==> src/rtl/rxchk_pkg.sv <==
package rxchk_pkg;
    localparam int unsigned CNT_W  = 48;
    localparam int unsigned DATA_W = 32;
    localparam int unsigned ERR_W  = 8;
    localparam int unsigned LANES  = DATA_W / 8;
    localparam int unsigned OFS_W  = $clog2(LANES);
    localparam int unsigned NB_W   = $clog2(LANES + 1);

    typedef struct packed {
        logic [CNT_W-1:0]  pos;
        logic [DATA_W-1:0] expw;
        logic [DATA_W-1:0] got;
    } fail_rec_t;

    function automatic logic [NB_W-1:0] lane_count(input logic [LANES-1:0] be);
        logic [NB_W-1:0] n;
        n = '0;
        for (int k = 0; k < LANES; k++) n = n + NB_W'(be[k]);
        return n;
    endfunction

    // lane k carries stream byte base+k of the self-indexed word stream
    function automatic logic [DATA_W-1:0] pattern_word(input logic [CNT_W-1:0] base);
        logic [DATA_W-1:0] w;
        logic [CNT_W-1:0]  p;
        logic [DATA_W-1:0] v;
        w = '0;
        for (int k = 0; k < LANES; k++) begin
            p = base + CNT_W'(k);
            v = p[OFS_W +: DATA_W];
            w[8*k +: 8] = v[8*p[OFS_W-1:0] +: 8];
        end
        return w;
    endfunction
endpackage

==> src/rtl/rxchk_count.sv <==
module rxchk_count
    import rxchk_pkg::*;
(
    input  logic             clk,
    input  logic             rst,
    input  logic             clr,
    input  logic             valid,
    input  logic [LANES-1:0] be,
    input  logic             eop,
    input  logic             bad_pkt,
    output logic [CNT_W-1:0] cnt
);
    logic [CNT_W-1:0] good;
    logic [CNT_W-1:0] nxt;

    assign nxt = cnt + CNT_W'(lane_count(be));

    always_ff @(posedge clk) begin
        if (rst || clr) begin
            cnt  <= '0;
            good <= '0;
        end else if (valid) begin
            if (eop && bad_pkt) begin
                cnt <= good;
            end else begin
                cnt <= nxt;
                if (eop) good <= nxt;
            end
        end
    end


    idle_hold_chk: assert property (@(posedge clk) disable iff (rst)
        (!valid && !clr) |=> $stable(cnt));

    rollback_chk: assert property (@(posedge clk) disable iff (rst)
        (valid && eop && bad_pkt && !clr) |=> (cnt == $past(good)));

    commit_chk: assert property (@(posedge clk) disable iff (rst)
        (valid && eop && !bad_pkt && !clr) |=> (good == cnt));

    clear_chk: assert property (@(posedge clk) disable iff (rst)
        clr |=> (cnt == '0 && good == '0));
endmodule

==> config.mk <==
export PLATFORM = sky130hd
export DESIGN_NAME = rxchk_count
export DESIGN_NICKNAME = d
export VERILOG_FILES = /design/src/rtl/rxchk_pkg.sv /design/src/rtl/rxchk_count.sv
export SDC_FILE = /design/constraint.sdc
export NUM_CORES = 1
export LEC_CHECK = 0
export BUFFER_PORTS_ARGS = -buffer_cell sky130_fd_sc_hd__buf_2
export CAP_MARGIN = 20
export CORE_MARGIN = 2
export CORE_UTILIZATION = 59
export CTS_CLUSTER_DIAMETER = 80
export DETAILED_ROUTE_END_ITERATION = 12
export PLACE_DENSITY = 0.8
export SYNTH_ARGS = -nofsm -noshare
export SYNTH_HDL_FRONTEND = slang
export SYNTH_SLANG_ARGS = --single-unit
==> constraint.sdc <==
create_clock -name clk -period 3.8 [get_ports clk]
set_input_delay 0.76 -clock clk [delete_from_list [all_inputs] [get_ports clk]]
set_output_delay 0.76 -clock clk [all_outputs]
set_load 0.02 [all_outputs]
======== Word-level counts from Yosys, hierarchy flattened ========
Index checks and enable logic that the tools add are counted.
word-level totals
  flip-flop bits (word level) ............. 96
  bits of input ports ..................... 10
  output and inout port bits .............. 48
  logic and storage cells ................. 11
cells by class
  $add $sub $neg .......................... 4
  muxes and demuxes ....................... 1
  bitwise gates (word level) .............. 1
  reductions and logical operators ........ 3
operators with widths
  operator           count
  $add 48x3->48      1
  $mux 48            1
  $add 2x1->3        1
  $add 3x1->3        1
  $reduce_and 3->1   1
  $add 1x1->2        1
  $logic_and 1x1->1  1
  $logic_or 1x1->1   1
  $not 1->1          1

======== Longest topological paths before layout ========
  depth after elaboration ................. 5
  mapped depth ............................ 10
  depth with buffers taken out ............ 8

======== Worst setup path after synthesis ========
OpenSTA, ideal clock, no wires.
  path kind ............................... input-to-reg
  from .................................... in be[0]
  to ...................................... reg cnt[23]
  data arrival time ....................... 3.243 ns
  data required time ...................... 3.740 ns
  slack ................................... 0.497 ns
  stages on the path ...................... 10
  buffers on the path ..................... 2
  cells stage by stage .................... fa_1 fa_1 a21oi_1 or3_1 buf_2 or3b_1 clkbuf_1 or3_1 o21ai_1 a22o_1
on the way
  word-level cells in the longest chain between the ends .. 5
RTL lines
  item                  RTL line           source
  from (decl)           rxchk_count.sv:8   input logic [LANES-1:0] be,
  $add 1x1->2           rxchk_pkg.sv:18    for (int k = 0; k < LANES; k++) n = n + NB_W'(be[k]);
  $add 2x1->3           rxchk_pkg.sv:18
  $add 3x1->3           rxchk_pkg.sv:18
  $add 48x3->48         rxchk_count.sv:16  assign nxt = cnt + CNT_W'(lane_count(be));
  $mux 48               rxchk_count.sv:23  if (eop && bad_pkt) begin
  to (signal assigned)  rxchk_count.sv:24  cnt <= good;
  to (signal assigned)  rxchk_count.sv:26  cnt <= nxt;
  to (decl)             rxchk_count.sv:11  output logic [CNT_W-1:0] cnt
Every way passes these cells.
A chain may end at the register's enable or synchronous reset.

======== Worst setup path after layout ========
  from .................................... in be[0]
  to ...................................... reg cnt[31]
Same word-level chain as after synthesis.

==> reports/qor.csv <==
stage,metric,value,unit
logic_synthesis,synth_area_leaders,"dfxtp_1 37%, o21ai_0 5.6%, nor2_1 5.1%",
sta,fmax,309,MHz
worst_hold_path,hp-class,reg -> reg,
logic_synthesis,synthCells,663,
global_routing,grt_pass1_vias,4814,
logic_synthesis,synth_area_leader_cell,dfxtp_1,
global_routing,grt_max_degree,95,
flow_run,max_cap_viol_count,0,
clock_tree,path_clk_slew,0.10,ns
place,gp_congestion,0.818,
clock_tree,ctsResizeCount,0,
setup_path,critPathCaptureType,flop,
route,first_pass_iters,5,
sta,setup_viol,0,
setup_path,critical_path_class,in -> reg,
logic_synthesis,synth-async-reset-ratio,0,%
route,num_vias,5147,
clock_tree,insertion_delay,0.37,ns
die,rows,34,
logic_synthesis,synth-seq-area-share,36.8,%
sta,slew_headroom,36.9,%
setup_path,reg2regPathDepth,7,
setup_path,worstPathMaxFanout,9,
setup_path,worstSetupEndpoint,cnt[31],
logic_synthesis,synth_nets,676,
layout,stdcell_area,5720,um2
logic_synthesis,synth_flop_cell,dfxtp_1,
layout,area_growth,9.54,%
logic_synthesis,synthDistinctLibCells,56,
power,ir_drop,0.232,mV
die,start_util,60.5,%
sta,tightest_slew,0.946,ns
die,io_pins,58,
clock_tree,cts_tree,yes,
global_routing,grt_overflow,0,
setup_path,startpoint,be[0],
sta,fin_crit,3.24,ns
place,port_buffers,57,
clock_tree,h-tree-depth,3,
logic_synthesis,synth-edff-count,0,
sta,setup_tns,0,ns
layout,num-fill-cells,767,
setup_path,critPathRequiredTime,4.04,ns
sta,fin_ws,0.559,ns
route,detail-route-antenna-nets,0,
sta,drv_slew,0,
sta,final_hold_viol_count,0,
logic_synthesis,yosys.area.top_type_share,36.8,%
layout,diodes,0,
power,leakagePower,1.98,nW
clock_tree,cts-buffers-inserted,9,
die,design.core.area,8640,um2
setup_path,cp-start-kind,primary input,
global_routing,antenna_found_initial,0,
place,dp_hpwl,8810,um
route,wl_per_cell,17.2,um
clock_tree,post-cts-setup-buffers,0,
run_status,status,"complete, no violations",
worst_hold_path,whs_path_depth,2,
place,placed_cell_area,5520,um2
die,fp.dieW,98.1,um
clock_tree,root_buffer,clkbuf_8,
clock_tree,clk_path_buf_depth,2,
logic_synthesis,yosysWarnings,0,
setup_path,r2r_slack,1.17,ns
route,drt_iter0_markers,339,
layout,layout.nets,695,
layout,drive_gt1_share,14.4,%
setup_path,r2r_end,cnt[31],
logic_synthesis,synth_seq_cells,96,
die,die_area,9620,um2
sta,finalClockSkew,0.00911,ns
global_routing,track_usage,28.4,%
route,routed_wl,13600,um
setup_path,r2r_start,cnt[1],
route,remaining_drc_errors,0,
die,die_y,98.1,um
global_routing,grt_pass1_wl,22700,um
logic_synthesis,avgSynthCellArea,7.88,um2
clock_tree,cts_hold_buf,0,
place,place_ws,0.186,ns
setup_path,crit_arrival,3.48,ns
sta,finalCritPeriodShare,85.3,%
power,power_density,330,nW/um2
clock_tree,cts_sinks,96,
sta,grt_setup_unrepaired,false,
sta,whs,0.493,ns
logic_synthesis,syn-cell-area,5220,um2
route,viasPerCell,6.47,
==> critical path, stage by stage <==
cell and delay (ns):
buf_2 0.11, fa_1 0.55, fa_1 0.22, a21oi_1 0.11, or3_1 0.58, or4_1 0.69, o21a_1 0.22, o21ai_0 0.14
a21oi_1 0.09
==> layout make-up <==
cell class / count / area (um2) / share of cell area [%]
multi-input combinational: 504 / 3070 / 53.6
sequential: 96 / 1920 / 33.6
timing repair buffer: 68 / 380 / 6.65
clock buffer: 10 / 138 / 2.41
tap: 108 / 135 / 2.36
clock inverter: 6 / 66.3 / 1.16
inverter: 3 / 11.3 / 0.197
==> power by group <==
part	switching (mW)	leakage (nW)	total [mW]	internal, mW
Combinational	0.112	1.11	0.160	0.0484
Sequential	0.0104	0.776	1.03	1.02
Clock	0.372	0.0949	0.696	0.323
Total	0.494	1.98	1.89	1.39
==> flip-flops by register name (all words and copies together) (netlist names) <==
| name | count |
|---|---|
| good | 48 |
| cnt | 48 |
==> synthesized netlist by cell type (10+ instances only) <==
master and instances:
a22oi_1 12, clkbuf_1 52, a211oi_1 26, nor3_1 10, nand2_1 65, nand4_1 12, o21ai_0 58, xor2_1 18
xnor2_1 27, dfxtp_1 96, nor2_1 71, and3_1 10, a21oi_1 53, nand3_1 25
==> cell families (layout without fill, tap and decap cells) <==
group	count (synthesis)	count (layout)	synth area share, %
xor+xnor	45	45	7.55
simple gates	240	240	23.3
fa+ha+maj	3	3	1.01
flops	96	96	36.8
buf+inv	63	87	4.72
mux	5	5	0.959
compound gates	211	211	25.6
==> cell usage in the layout, fill, tap and decap left out, types with 12 or more instances in the layout <==
cell type and n:
nand2_1 65, nand4_1 12, a21oi_1 53, a22oi_1 12
o21ai_0 58, xnor2_1 27, buf_2 57, dfxtp_1 96
a211oi_1 26, xor2_1 18, nand3_1 25, nor2_1 70
==> metal layers <==
metal | up-vias | global-route usage [%] | share of wire (%)
met5 | - | 0 | 0
met4 | 0 | 10.4 | 2.0
met3 | 32 | 6.44 | 7.5
met2 | 237 | 46.7 | 48
met1 | 2426 | 36.5 | 43
li1 | 2452 | - | -
==> metrics by stage <==
| stage | power [mW] | utilization (%) | std cells |
|---|---|---|---|
| detailed placement | 1.21 | 63.9 | 779 |
| CTS | 1.89 | 66.2 | 795 |
| global placement | 1.20 | 63.9 | 779 |
| finish | 1.89 | 66.2 | 795 |
| global route | 1.95 | 66.2 | 795 |
| floorplan | 1.16 | - | 663 |
==> how the worst min path moves through the flow <==
stage | startpoint | endpoint | slack [ns]
floorplan | good[0] | cnt[0] | 0.45
global placement | good[0] | cnt[0] | 0.47
detailed placement | good[0] | cnt[0] | 0.48
CTS | good[0] | cnt[0] | 0.49
global route | good[0] | cnt[0] | 0.51
finish | good[0] | cnt[0] | 0.49
(Power assumes the default switching activity.)
